[config.mk]
export PLATFORM = sky130hd
export DESIGN_NAME = cio_port
export DESIGN_NICKNAME = d
export VERILOG_FILES = /design/src/rtl/cio_pkg.sv /design/src/rtl/cio_bus_decode.sv /design/src/rtl/cio_kbd_buf.sv /design/src/rtl/cio_dsp_buf.sv /design/src/rtl/cio_port.sv
export SDC_FILE = /design/constraint.sdc
export NUM_CORES = 1
export LEC_CHECK = 0
export ABC_AREA = 1
export CELL_PAD_IN_SITES_DETAIL_PLACEMENT = 1
export CELL_PAD_IN_SITES_GLOBAL_PLACEMENT = 1
export CORE_MARGIN = 10
export CORE_UTILIZATION = 23
export CTS_CLUSTER_SIZE = 20
export DETAILED_ROUTE_END_ITERATION = 8
export PLACE_DENSITY_LB_ADDON = 0.25
export SLEW_MARGIN = 15
export SYNTH_ARGS = -nofsm -noshare
export SYNTH_HDL_FRONTEND = slang
export SYNTH_SLANG_ARGS = --single-unit
[constraint.sdc]
create_clock -name clk -period 1.6 [get_ports clk]
set_input_delay 0.4 -clock clk [delete_from_list [all_inputs] [get_ports clk]]
set_output_delay 0.4 -clock clk [all_outputs]
set_load 0.05 [all_outputs]
[src/rtl/cio_pkg.sv]
package cio_pkg;

    localparam int unsigned CIO_DW   = 8;
    localparam int unsigned CIO_AW   = 2;
    localparam int unsigned FLAG_BIT = CIO_DW - 1;
    localparam int unsigned OVR_BIT  = 0;

    typedef logic [CIO_DW-1:0] cio_byte_t;

    typedef enum logic [CIO_AW-1:0] {
        REG_KBD_DATA = 2'd0,
        REG_KBD_STAT = 2'd1,
        REG_DSP_DATA = 2'd2,
        REG_DSP_STAT = 2'd3
    } cio_reg_e;

    typedef struct packed {
        cio_byte_t chr;
        logic      full;
        logic      ovr;
    } kbd_state_t;

    typedef struct packed {
        cio_byte_t chr;
        logic      ready;
        logic      busy;
    } dsp_state_t;

    typedef struct packed {
        logic rd_kdata;
        logic rd_kstat;
        logic wr_ddata;
    } bus_evt_t;

endpackage

[src/rtl/cio_bus_decode.sv]
module cio_bus_decode
    import cio_pkg::*;
(
    input  logic              bus_sel,
    input  logic              bus_wr,
    input  logic [CIO_AW-1:0] bus_addr,
    input  cio_byte_t         kbd_chr,
    input  logic              kbd_full,
    input  logic              kbd_ovr,
    input  cio_byte_t         dsp_chr,
    input  logic              dsp_ready,
    output bus_evt_t          evt,
    output cio_byte_t         rdata
);

    always_comb begin
        evt   = '0;
        rdata = '0;
        if (bus_sel) begin
            case (cio_reg_e'(bus_addr))
                REG_KBD_DATA: begin
                    if (!bus_wr) begin
                        evt.rd_kdata = 1'b1;
                        rdata        = kbd_chr;
                    end
                end
                REG_KBD_STAT: begin
                    if (!bus_wr) begin
                        evt.rd_kstat      = 1'b1;
                        rdata[FLAG_BIT]   = kbd_full;
                        rdata[OVR_BIT]    = kbd_ovr;
                    end
                end
                REG_DSP_DATA: begin
                    if (bus_wr) begin
                        evt.wr_ddata = 1'b1;
                    end else begin
                        rdata = dsp_chr;
                    end
                end
                REG_DSP_STAT: begin
                    if (!bus_wr) begin
                        rdata[FLAG_BIT] = dsp_ready;
                    end
                end
                default: begin
                end
            endcase
        end
    end

endmodule

[src/rtl/cio_kbd_buf.sv]
module cio_kbd_buf
    import cio_pkg::*;
(
    input  logic      clk,
    input  logic      rst_n,
    input  logic      kbd_stb,
    input  cio_byte_t kbd_char,
    input  logic      rd_data,
    input  logic      rd_stat,
    output cio_byte_t chr,
    output logic      full,
    output logic      ovr
);

    kbd_state_t st_d, st_q;

    always_comb begin
        st_d = st_q;
        // reading the character consumes it
        if (rd_data) begin
            st_d.full = 1'b0;
        end
        // reading status acknowledges a past overrun
        if (rd_stat) begin
            st_d.ovr = 1'b0;
        end
        // a new character always lands; losing an unread one is recorded
        if (kbd_stb) begin
            st_d.chr  = kbd_char;
            st_d.full = 1'b1;
            if (st_q.full && !rd_data) begin
                st_d.ovr = 1'b1;
            end
        end
    end

    always_ff @(posedge clk or negedge rst_n) begin
        if (!rst_n) begin
            st_q <= '0;
        end else begin
            st_q <= st_d;
        end
    end

    assign chr  = st_q.chr;
    assign full = st_q.full;
    assign ovr  = st_q.ovr;

endmodule

[src/rtl/cio_dsp_buf.sv]
module cio_dsp_buf
    import cio_pkg::*;
(
    input  logic      clk,
    input  logic      rst_n,
    input  logic      wr_data,
    input  cio_byte_t wdata,
    input  logic      disp_ack,
    output cio_byte_t chr,
    output logic      ready,
    output logic      busy
);

    dsp_state_t st_d, st_q;

    always_comb begin
        st_d = st_q;
        // accepted only when the previous character has been taken
        if (wr_data && st_q.ready) begin
            st_d.chr   = wdata;
            st_d.ready = 1'b0;
            st_d.busy  = 1'b1;
        end
        if (st_q.busy && disp_ack) begin
            st_d.busy  = 1'b0;
            st_d.ready = 1'b1;
        end
    end

    always_ff @(posedge clk or negedge rst_n) begin
        if (!rst_n) begin
            st_q.chr   <= '0;
            st_q.ready <= 1'b1;
            st_q.busy  <= 1'b0;
        end else begin
            st_q <= st_d;
        end
    end

    assign chr   = st_q.chr;
    assign ready = st_q.ready;
    assign busy  = st_q.busy;

endmodule

[src/rtl/cio_port.sv]
module cio_port
    import cio_pkg::*;
(
    input  logic              clk,
    input  logic              rst_n,
    input  logic              bus_sel,
    input  logic              bus_wr,
    input  logic [CIO_AW-1:0] bus_addr,
    input  logic [CIO_DW-1:0] bus_wdata,
    output logic [CIO_DW-1:0] bus_rdata,
    input  logic              kbd_stb,
    input  logic [CIO_DW-1:0] kbd_char,
    output logic [CIO_DW-1:0] dsp_char,
    output logic              dsp_valid,
    input  logic              dsp_ack
);

    bus_evt_t  evt;
    cio_byte_t kbd_chr;
    logic      kbd_full;
    logic      kbd_ovr;
    logic      dsp_ready;

    cio_bus_decode u_dec (
        .bus_sel   (bus_sel),
        .bus_wr    (bus_wr),
        .bus_addr  (bus_addr),
        .kbd_chr   (kbd_chr),
        .kbd_full  (kbd_full),
        .kbd_ovr   (kbd_ovr),
        .dsp_chr   (dsp_char),
        .dsp_ready (dsp_ready),
        .evt       (evt),
        .rdata     (bus_rdata)
    );

    cio_kbd_buf u_kbd (
        .clk      (clk),
        .rst_n    (rst_n),
        .kbd_stb  (kbd_stb),
        .kbd_char (kbd_char),
        .rd_data  (evt.rd_kdata),
        .rd_stat  (evt.rd_kstat),
        .chr      (kbd_chr),
        .full     (kbd_full),
        .ovr      (kbd_ovr)
    );

    cio_dsp_buf u_dsp (
        .clk      (clk),
        .rst_n    (rst_n),
        .wr_data  (evt.wr_ddata),
        .wdata    (bus_wdata),
        .disp_ack (dsp_ack),
        .chr      (dsp_char),
        .ready    (dsp_ready),
        .busy     (dsp_valid)
    );

endmodule

==> impl_metrics.xml, run 1 <==
<?xml version="1.0" encoding="UTF-8"?>
<metrics>
  <group name="run_status">
    <metric name="run_status" unit="">finished with violations</metric>
    <metric name="violations_in_the_final_reports" unit="">negative setup slack</metric>
  </group>
  <group name="clock_tree">
    <metric name="clock_path_buffers" unit="">2</metric>
    <metric name="clock_tree.htree_level_count" unit="">1</metric>
    <metric name="clock_net_sink_count" unit="">20</metric>
    <metric name="holdBufCountCts" unit="">0</metric>
    <metric name="clock_tree_from_tritoncts" unit="">yes</metric>
    <metric name="path_clk_slew" unit="ps">70</metric>
    <metric name="cts_made_buffers" unit="">3</metric>
    <metric name="cts.root.buffer_cell" unit="">clkbuf_8</metric>
    <metric name="insertion_delay" unit="ps">250</metric>
  </group>
  <group name="finish">
    <metric name="layout.cell_area.non_filler" unit="sq mm">0.00202</metric>
    <metric name="antenna_cells" unit="">0</metric>
    <metric name="fin_nets" unit="">218</metric>
    <metric name="areaGrowthSynthToFinish" unit="%">102</metric>
    <metric name="fillCellCount" unit="">484</metric>
    <metric name="drive_gt1_share" unit="%">45.6</metric>
  </group>
  <group name="setup_path">
    <metric name="required" unit="ps">1200</metric>
    <metric name="end_kind" unit="">output port</metric>
    <metric name="timing.critical_path.slowest_stage_cell" unit="">dfstp_2</metric>
    <metric name="worstPathMaxFanout" unit="">2</metric>
    <metric name="path_buf_inv" unit="">2</metric>
    <metric name="timing.reg2reg.worst_path_depth" unit="">4</metric>
    <metric name="worst_path_cell_trace" unit="">nand2_2 -&gt; inv_2 -&gt; nand2_2 -&gt; nand3_2 -&gt; nand2_2 -&gt; nand2_2 -&gt; buf_12</metric>
    <metric name="timing.critical_path.max_delay_family" unit="">flip-flops</metric>
    <metric name="rr_endpoint" unit="">u_dsp.chr[7]</metric>
    <metric name="timing.setup.critical_path_class" unit="">reg -&gt; out</metric>
    <metric name="critical_path.most_common_cell" unit="">nand2_2</metric>
    <metric name="internal_reg_to_reg_setup_slack" unit="ps">290</metric>
    <metric name="timing.critical_path.slowest_cell_delay" unit="ps">550</metric>
    <metric name="crit_arrival" unit="ps">1290</metric>
    <metric name="cp-start-kind" unit="">register</metric>
    <metric name="reg2reg_from" unit="">u_dsp.ready</metric>
  </group>
  <group name="sta">
    <metric name="grt_setup_unrepaired" unit="">true</metric>
    <metric name="final.period_utilization" unit="%">106</metric>
    <metric name="setup_viol_count_final" unit="">3</metric>
    <metric name="period_minus_slack" unit="ps">1690</metric>
    <metric name="maxSlewViolCount" unit="">0</metric>
    <metric name="tightest_slew" unit="ps">284</metric>
    <metric name="max-slew-margin-rel" unit="%">81.0</metric>
    <metric name="timing.final.ws_setup" unit="ps">-92.1</metric>
    <metric name="clock.fmax" unit="GHz">0.591</metric>
    <metric name="fin_setup_tns" unit="ps">-187</metric>
    <metric name="timing_hold_violations_final" unit="">0</metric>
    <metric name="clock_skew" unit="ps">4.15</metric>
  </group>
  <group name="logic_synthesis">
    <metric name="async_reset_ff_share" unit="%">100</metric>
    <metric name="synthesis.yosys.warnings" unit="">0</metric>
    <metric name="net_count_of_the_mapped_netlist" unit="">157</metric>
    <metric name="synthesized_flop_and_latch_total" unit="">20</metric>
    <metric name="number_of_flops_mapped_to_enable_cells_by_yosys" unit="">0</metric>
    <metric name="synth_compound_gate_area_share" unit="%">8.39</metric>
    <metric name="yosys-top-cells-count" unit="">64 x nand2_1, 19 x dfrtp_1, 9 x inv_1, 9 x o21ai_0, 7 x nand3_1</metric>
    <metric name="synth-adder-area-share" unit="%">0</metric>
    <metric name="netlist_instances" unit="">133</metric>
    <metric name="synth_xor_xnor_area_share" unit="%">0</metric>
    <metric name="yosys-mux-area-fraction" unit="%">0</metric>
    <metric name="post_synth.cell_area_avg" unit="sq um">7.52</metric>
    <metric name="seq_area_frac_synth" unit="%">50.2</metric>
    <metric name="synth_top_flop_cell" unit="">dfrtp_1</metric>
    <metric name="yosysMostFrequentCell" unit="">nand2_1</metric>
    <metric name="netlist_area" unit="sq um">1000</metric>
    <metric name="synthSimpleGateAreaFrac" unit="%">35.7</metric>
    <metric name="yosysTopAreaCellShare" unit="%">47.6</metric>
    <metric name="yosysUniqueCellTypes" unit="">17</metric>
    <metric name="netlist_top_cells_area" unit="">dfrtp_1 48%, nand2_1 24%, o21ai_0 4.5%</metric>
    <metric name="synth_top_family_by_area" unit="">simple AND/OR/NAND/NOR gates</metric>
    <metric name="synth_largest_area_cell" unit="">dfrtp_1</metric>
  </group>
  <group name="floorplanning">
    <metric name="floorplan.initialDensity" unit="%">24.3</metric>
    <metric name="core_outline_area" unit="sq mm">0.00412</metric>
    <metric name="rows" unit="">23</metric>
    <metric name="design.portCount" unit="">41</metric>
    <metric name="chipHeight" unit="microns">85.9</metric>
    <metric name="total_die_area" unit="sq mm">0.00738</metric>
    <metric name="die_width" unit="microns">85.9</metric>
  </group>
  <group name="global_routing">
    <metric name="grt_pass1_vias" unit="">1274</metric>
    <metric name="overflow" unit="">0</metric>
    <metric name="antenna_found_initial" unit="">0</metric>
    <metric name="grtUsageTotal" unit="%">10.8</metric>
    <metric name="global_route_wire_length_before_repair" unit="microns">6240</metric>
    <metric name="largest_net_degree_at_the_start_of_global_routing" unit="">21</metric>
  </group>
  <group name="drt">
    <metric name="viasPerCell" unit="">4.51</metric>
    <metric name="drc" unit="">0</metric>
    <metric name="drt_iter0_drc" unit="">31</metric>
    <metric name="detailroute.via_count" unit="">1095</metric>
    <metric name="drt_wl_total" unit="microns">3910</metric>
    <metric name="postRouteAntennaNets" unit="">0</metric>
    <metric name="routed_length_per_placed_instance" unit="microns">16.1</metric>
    <metric name="firstDrtPassIters" unit="">4</metric>
  </group>
  <group name="placement">
    <metric name="dpl_hpwl" unit="microns">2850</metric>
    <metric name="numPortBuffers" unit="">40</metric>
    <metric name="gp_congestion" unit="">0.743</metric>
    <metric name="placedInstanceArea" unit="sq mm">0.00172</metric>
  </group>
  <group name="power_and_ir_drop">
    <metric name="power.static_leakage" unit="uW">0.000943</metric>
    <metric name="fin_total_pwr" unit="uW">1140</metric>
    <metric name="cellPowerDensity" unit="mW/mm^2">562</metric>
    <metric name="power.ir.vdd_worst" unit="mV">0.331</metric>
  </group>
  <group name="min_path">
    <metric name="min_path_type" unit="">in -&gt; async</metric>
  </group>
  <group name="run">
    <metric name="number_of_violations_of_the_max_capacitance_limit" unit="">0</metric>
  </group>
</metrics>
[report_power, final]
group / total, uW / internal [uW] / switching (uW)
clock: 340 / 177 / 163
combinational: 253 / 128 / 125
sequential: 543 / 525 / 17.4
total: 1140 / 831 / 305
[cells in the final DEF (no fill, tap or decap), drive strengths merged]
cell,synthesis,routed
dfstp,1,1
inv,10,10
a21oi,6,6
buf,2,37
clkdlybuf4s50,0,19
clkinv,1,1
nand2,65,65
dfrtp,19,19
o21ai,10,10
nand4,1,1
nand3,7,7
nor2,11,12
clkbuf,0,5
[cells by family (layout without fill, tap and decap cells)]
logic type | count (synthesis) | count (layout)
flops | 20 | 20
buf+inv | 13 | 72
simple gates | 84 | 85
compound gates | 16 | 16
[state kept, by name, indices dropped and copies added, names as in the netlist]
| signal | count |
|---|---|
| u_kbd.ovr | 1 |
| u_kbd.full | 1 |
| u_dsp.ready | 1 |
| u_kbd.chr | 8 |
| u_dsp.chr | 8 |
| u_dsp.busy | 1 |
[worst reg2reg max path, delay by kind of cell, from the launching register on]
family / cells / cell delay, ps
buffers and inverters: 1 / 110
AND/OR/NAND/NOR: 2 / 390
AO/OA/AOI/OAI: 1 / 140
flip-flops: 1 / 550
[through the flow]
stage | hold WS [ps] | instances | setup slack, ps | utilization (%)
final | 488 | 243 | -92.1 | 49.1
after global routing | 507 | 243 | -132 | 49.1
after CTS | 493 | 241 | -96.2 | 47.0
after detailed placement | 471 | 232 | -590 | 41.9
after global placement | 464 | 232 | -486 | 41.9
after floorplan | 104 | 133 | -102 | -
[layer usage]
layer / part of all wire (%) / track usage, % / up-vias / wire length [microns]
li1: - / - / 532 / -
met4: 1.8 / 5.39 / 0 / 72
met2: 56 / 20.7 / 23 / 2200
met5: 0 / 0 / - / 0
met3: 4.6 / 3.03 / 4 / 178
met1: 37 / 10.2 / 536 / 1460
[area by class of cell]
| class | count | area (sq um) | area share (%) |
|---|---|---|---|
| timing repair buffer | 57 | 739 | 36.6 |
| multi-input combinational | 101 | 622 | 30.8 |
| sequential | 20 | 504 | 24.9 |
| tap | 50 | 62.6 | 3.09 |
| inverter | 11 | 48.8 | 2.41 |
| clock buffer | 4 | 45.0 | 2.23 |
[what timing repair did]
action	4_1_cts	5_1_grt
gates cloned	2	0
buffers inserted	3	2
gates resized for setup	58	20
setup endpoints to repair	17	8
endpoints found under the hold margin	0	0
pin swaps	11	10
[how the worst max path moves through the flow]
stage	slack, ps	to	cells past startpoint	from
floorplan	-100	bus_rdata[1]	3	bus_wr
global placement	-490	bus_rdata[0]	8	bus_addr[0]
detailed placement	-590	bus_rdata[7]	8	bus_addr[0]
CTS	-100	bus_rdata[7]	7	u_dsp.ready
global route	-130	bus_rdata[7]	7	u_dsp.ready
finish	-90	bus_rdata[7]	7	u_dsp.ready
Note: power is estimated with default switching activity, not from simulation.
==> run 2, diff against run 1 <==
--- a/config.mk
+++ b/config.mk
@@ -12,6 +12,7 @@
 export CORE_UTILIZATION = 23
 export CTS_CLUSTER_SIZE = 20
 export DETAILED_ROUTE_END_ITERATION = 8
+export GPL_TIMING_DRIVEN = 0
 export PLACE_DENSITY_LB_ADDON = 0.25
 export SLEW_MARGIN = 15
 export SYNTH_ARGS = -nofsm -noshare
==> run 2 against run 1 <==
The run still ends with negative setup slack left. Final area is 18% lower. Clock-buffer cell count is the same. Fmax down 1.3%. Final cell count shrank 4.1%. Register-to-register slack improved by 40 ps. Critical path type unchanged. Largest power group unchanged.
==> impl_metrics.xml, run 2 (synthesized netlist as in run 1, its figures left out) <==
<?xml version="1.0" encoding="UTF-8"?>
<metrics>
  <group name="sta">
    <metric name="timing_hold_violations_final" unit="">0</metric>
    <metric name="period_minus_slack" unit="ps">1710</metric>
    <metric name="max-slew-margin-rel" unit="%">37.9</metric>
    <metric name="tightest_slew" unit="ps">928</metric>
    <metric name="final.period_utilization" unit="%">107</metric>
    <metric name="setup_viol_count_final" unit="">2</metric>
    <metric name="clock.fmax" unit="GHz">0.584</metric>
    <metric name="grt_setup_unrepaired" unit="">true</metric>
    <metric name="timing.final.ws_setup" unit="ps">-114</metric>
    <metric name="maxSlewViolCount" unit="">0</metric>
    <metric name="clock_skew" unit="ps">2.75</metric>
  </group>
  <group name="clock_tree">
    <metric name="path_clk_slew" unit="ps">70</metric>
    <metric name="clock_path_buffers" unit="">2</metric>
    <metric name="insertion_delay" unit="ps">250</metric>
    <metric name="clock_net_sink_count" unit="">20</metric>
    <metric name="cts.root.buffer_cell" unit="">clkbuf_8</metric>
    <metric name="clock_tree_from_tritoncts" unit="">yes</metric>
    <metric name="clock_tree.htree_level_count" unit="">1</metric>
    <metric name="cts_made_buffers" unit="">3</metric>
  </group>
  <group name="global_routing">
    <metric name="grtUsageTotal" unit="%">9.55</metric>
    <metric name="antenna_found_initial" unit="">0</metric>
    <metric name="global_route_wire_length_before_repair" unit="microns">5670</metric>
    <metric name="overflow" unit="">0</metric>
    <metric name="largest_net_degree_at_the_start_of_global_routing" unit="">21</metric>
    <metric name="grt_pass1_vias" unit="">1169</metric>
  </group>
  <group name="run_status">
    <metric name="violations_in_the_final_reports" unit="">negative setup slack</metric>
    <metric name="run_status" unit="">finished with violations</metric>
  </group>
  <group name="finish">
    <metric name="layout_common_cells" unit="">58 x nand2_1, 18 x clkdlybuf4s50_1, 17 x dfrtp_1</metric>
    <metric name="finalNonFillerCells" unit="">233</metric>
    <metric name="fin_nets" unit="">208</metric>
    <metric name="largest_registers_ranked_by_flip_flop_count" unit="">u_dsp.chr: 8 flops, u_kbd.chr: 8 flops</metric>
    <metric name="antenna_cells" unit="">0</metric>
    <metric name="multi_input_area" unit="sq um">546</metric>
    <metric name="drive_gt1_share" unit="%">31.7</metric>
    <metric name="fillCellCount" unit="">496</metric>
    <metric name="seqCellArea" unit="sq um">504</metric>
    <metric name="leading_cell_type_in_the_layout_fill_and_taps_excluded" unit="">nand2_1</metric>
    <metric name="areaGrowthSynthToFinish" unit="%">66.1</metric>
  </group>
  <group name="floorplanning">
    <metric name="core_outline_area" unit="sq mm">0.00412</metric>
    <metric name="design.portCount" unit="">41</metric>
    <metric name="floorplan.initialDensity" unit="%">24.3</metric>
    <metric name="rows" unit="">23</metric>
    <metric name="chipHeight" unit="microns">85.9</metric>
    <metric name="die_width" unit="microns">85.9</metric>
    <metric name="total_die_area" unit="sq mm">0.00738</metric>
  </group>
  <group name="power_and_ir_drop">
    <metric name="power.static_leakage" unit="uW">0.000802</metric>
    <metric name="power.ir.vdd_worst" unit="mV">0.279</metric>
    <metric name="cellPowerDensity" unit="mW/mm^2">673</metric>
  </group>
  <group name="drt">
    <metric name="firstDrtPassIters" unit="">4</metric>
    <metric name="detailroute.via_count" unit="">1044</metric>
    <metric name="drt_wl_total" unit="microns">3470</metric>
    <metric name="routed_length_per_placed_instance" unit="microns">14.9</metric>
    <metric name="viasPerCell" unit="">4.48</metric>
    <metric name="postRouteAntennaNets" unit="">0</metric>
    <metric name="drc" unit="">0</metric>
    <metric name="drt_iter0_drc" unit="">24</metric>
  </group>
  <group name="setup_path">
    <metric name="worst_path_cell_trace" unit="">nand2_2 -&gt; inv_2 -&gt; nand2_2 -&gt; nand3_2 -&gt; nand2_1 -&gt; nand2_1 -&gt; buf_6</metric>
    <metric name="timing.setup.critical_path_class" unit="">reg -&gt; out</metric>
    <metric name="timing.critical_path.slowest_cell_delay" unit="ps">550</metric>
    <metric name="worstPathMaxFanout" unit="">3</metric>
    <metric name="cp-start-kind" unit="">register</metric>
    <metric name="path_buf_inv" unit="">2</metric>
    <metric name="end_kind" unit="">output port</metric>
    <metric name="required" unit="ps">1200</metric>
    <metric name="timing.critical_path.max_delay_family" unit="">flip-flops</metric>
    <metric name="crit_arrival" unit="ps">1310</metric>
    <metric name="timing.critical_path.slowest_stage_cell" unit="">dfstp_2</metric>
  </group>
  <group name="placement">
    <metric name="placed_cells" unit="">222</metric>
    <metric name="gp_congestion" unit="">0.752</metric>
    <metric name="worst_setup_slack_after_placement" unit="ps">-1330</metric>
    <metric name="numPortBuffers" unit="">39</metric>
    <metric name="dpl_hpwl" unit="microns">2640</metric>
  </group>
  <group name="min_path">
    <metric name="min_path_type" unit="">in -&gt; reg</metric>
  </group>
  <group name="run">
    <metric name="number_of_violations_of_the_max_capacitance_limit" unit="">0</metric>
  </group>
</metrics>
-- run 2: cell count changes in the layout (fill, tap and decap cells not counted), moves of 6 or more --
cell / before / now
buf_12: 20 / 1
nand2_1: 48 / 58
nand2_2: 13 / 6
buf_4: 11 / 5
-- run 2: cell type report --
cell class / instances / share of cell area, %
buffer: 2 / 0.980
clock buffer: 4 / 3.32
inverter: 11 / 3.09
multi-input combinational: 102 / 32.9
sequential: 20 / 30.4
tap: 50 / 3.77
timing repair buffer: 44 / 25.6
-- run 2: what timing repair did --
| item | CTS | global route |
|---|---|---|
| setup buffers | 3 | 2 |
| gates cloned | 2 | 0 |
| setup endpoints to repair | 18 | 12 |
| hold buffers | 0 | 0 |
| pin swaps | 10 | 8 |
| gates resized for setup | 105 | 19 |
-- run 2: tightest hold or removal path, stage by stage --
cell and delay [ps]:
buf_2 150, nand2_1 70, nand2_1 40
-- run 2: final timing paths --
check	from	end	slack, ps	depth (start not counted)
worst max-delay path	u_dsp.ready	bus_rdata[7]	-110	7
worst min-delay path	kbd_stb	u_kbd.chr[7]	440	3
worst max register to register	u_dsp.ready	u_dsp.chr[0]	330	5
worst min register to register	u_kbd.chr[5]	u_kbd.chr[5]	480	2
max in group asynchronous	rst_n	u_dsp.chr[7]	310	1
min in group asynchronous	rst_n	u_dsp.chr[0]	660	1
-- run 2: per-layer routing --
metal  wire (microns)  global-route usage, %  part of all wire (%)  up-vias
met5                0                      0                     0        -
met4               54                   4.49                   1.6        0
met3              196                   2.37                   5.7        4
met2             1790                   16.7                    52       23
met1             1430                   10.5                    41      501
li1                 -                      -                     -      516
-- run 2: where the power goes --
part	switching, uW	internal [uW]
combinational	107	90.2
clock	165	219
sequential	11.4	525
-- run 2: metrics by stage --
step	instance area, sq um	hold WS, ps	setup TNS [ps]	util [%]	total power (uW)
global route	1660	462	-342	40.3	1180
detailed placement	1480	464	-13010	35.9	713
finish	1660	442	-116	40.3	1120
floorplan	1020	104	-613	-	615
CTS	1620	442	-157	39.4	1130
global placement	1480	464	-11740	35.9	707
==> run 3, diff against run 2 <==
--- a/config.mk
+++ b/config.mk
@@ -6,6 +6,7 @@
 export NUM_CORES = 1
 export LEC_CHECK = 0
 export ABC_AREA = 1
+export CAP_MARGIN = 10
 export CELL_PAD_IN_SITES_DETAIL_PLACEMENT = 1
 export CELL_PAD_IN_SITES_GLOBAL_PLACEMENT = 1
 export CORE_MARGIN = 10
@@ -13,6 +14,7 @@
 export CTS_CLUSTER_SIZE = 20
 export DETAILED_ROUTE_END_ITERATION = 8
 export GPL_TIMING_DRIVEN = 0
+export HOLD_SLACK_MARGIN = 0.1
 export PLACE_DENSITY_LB_ADDON = 0.25
 export SLEW_MARGIN = 15
 export SYNTH_ARGS = -nofsm -noshare
==> results of run 3 <==
No change in the layout: final DEF, timing and power equal those of run 2.
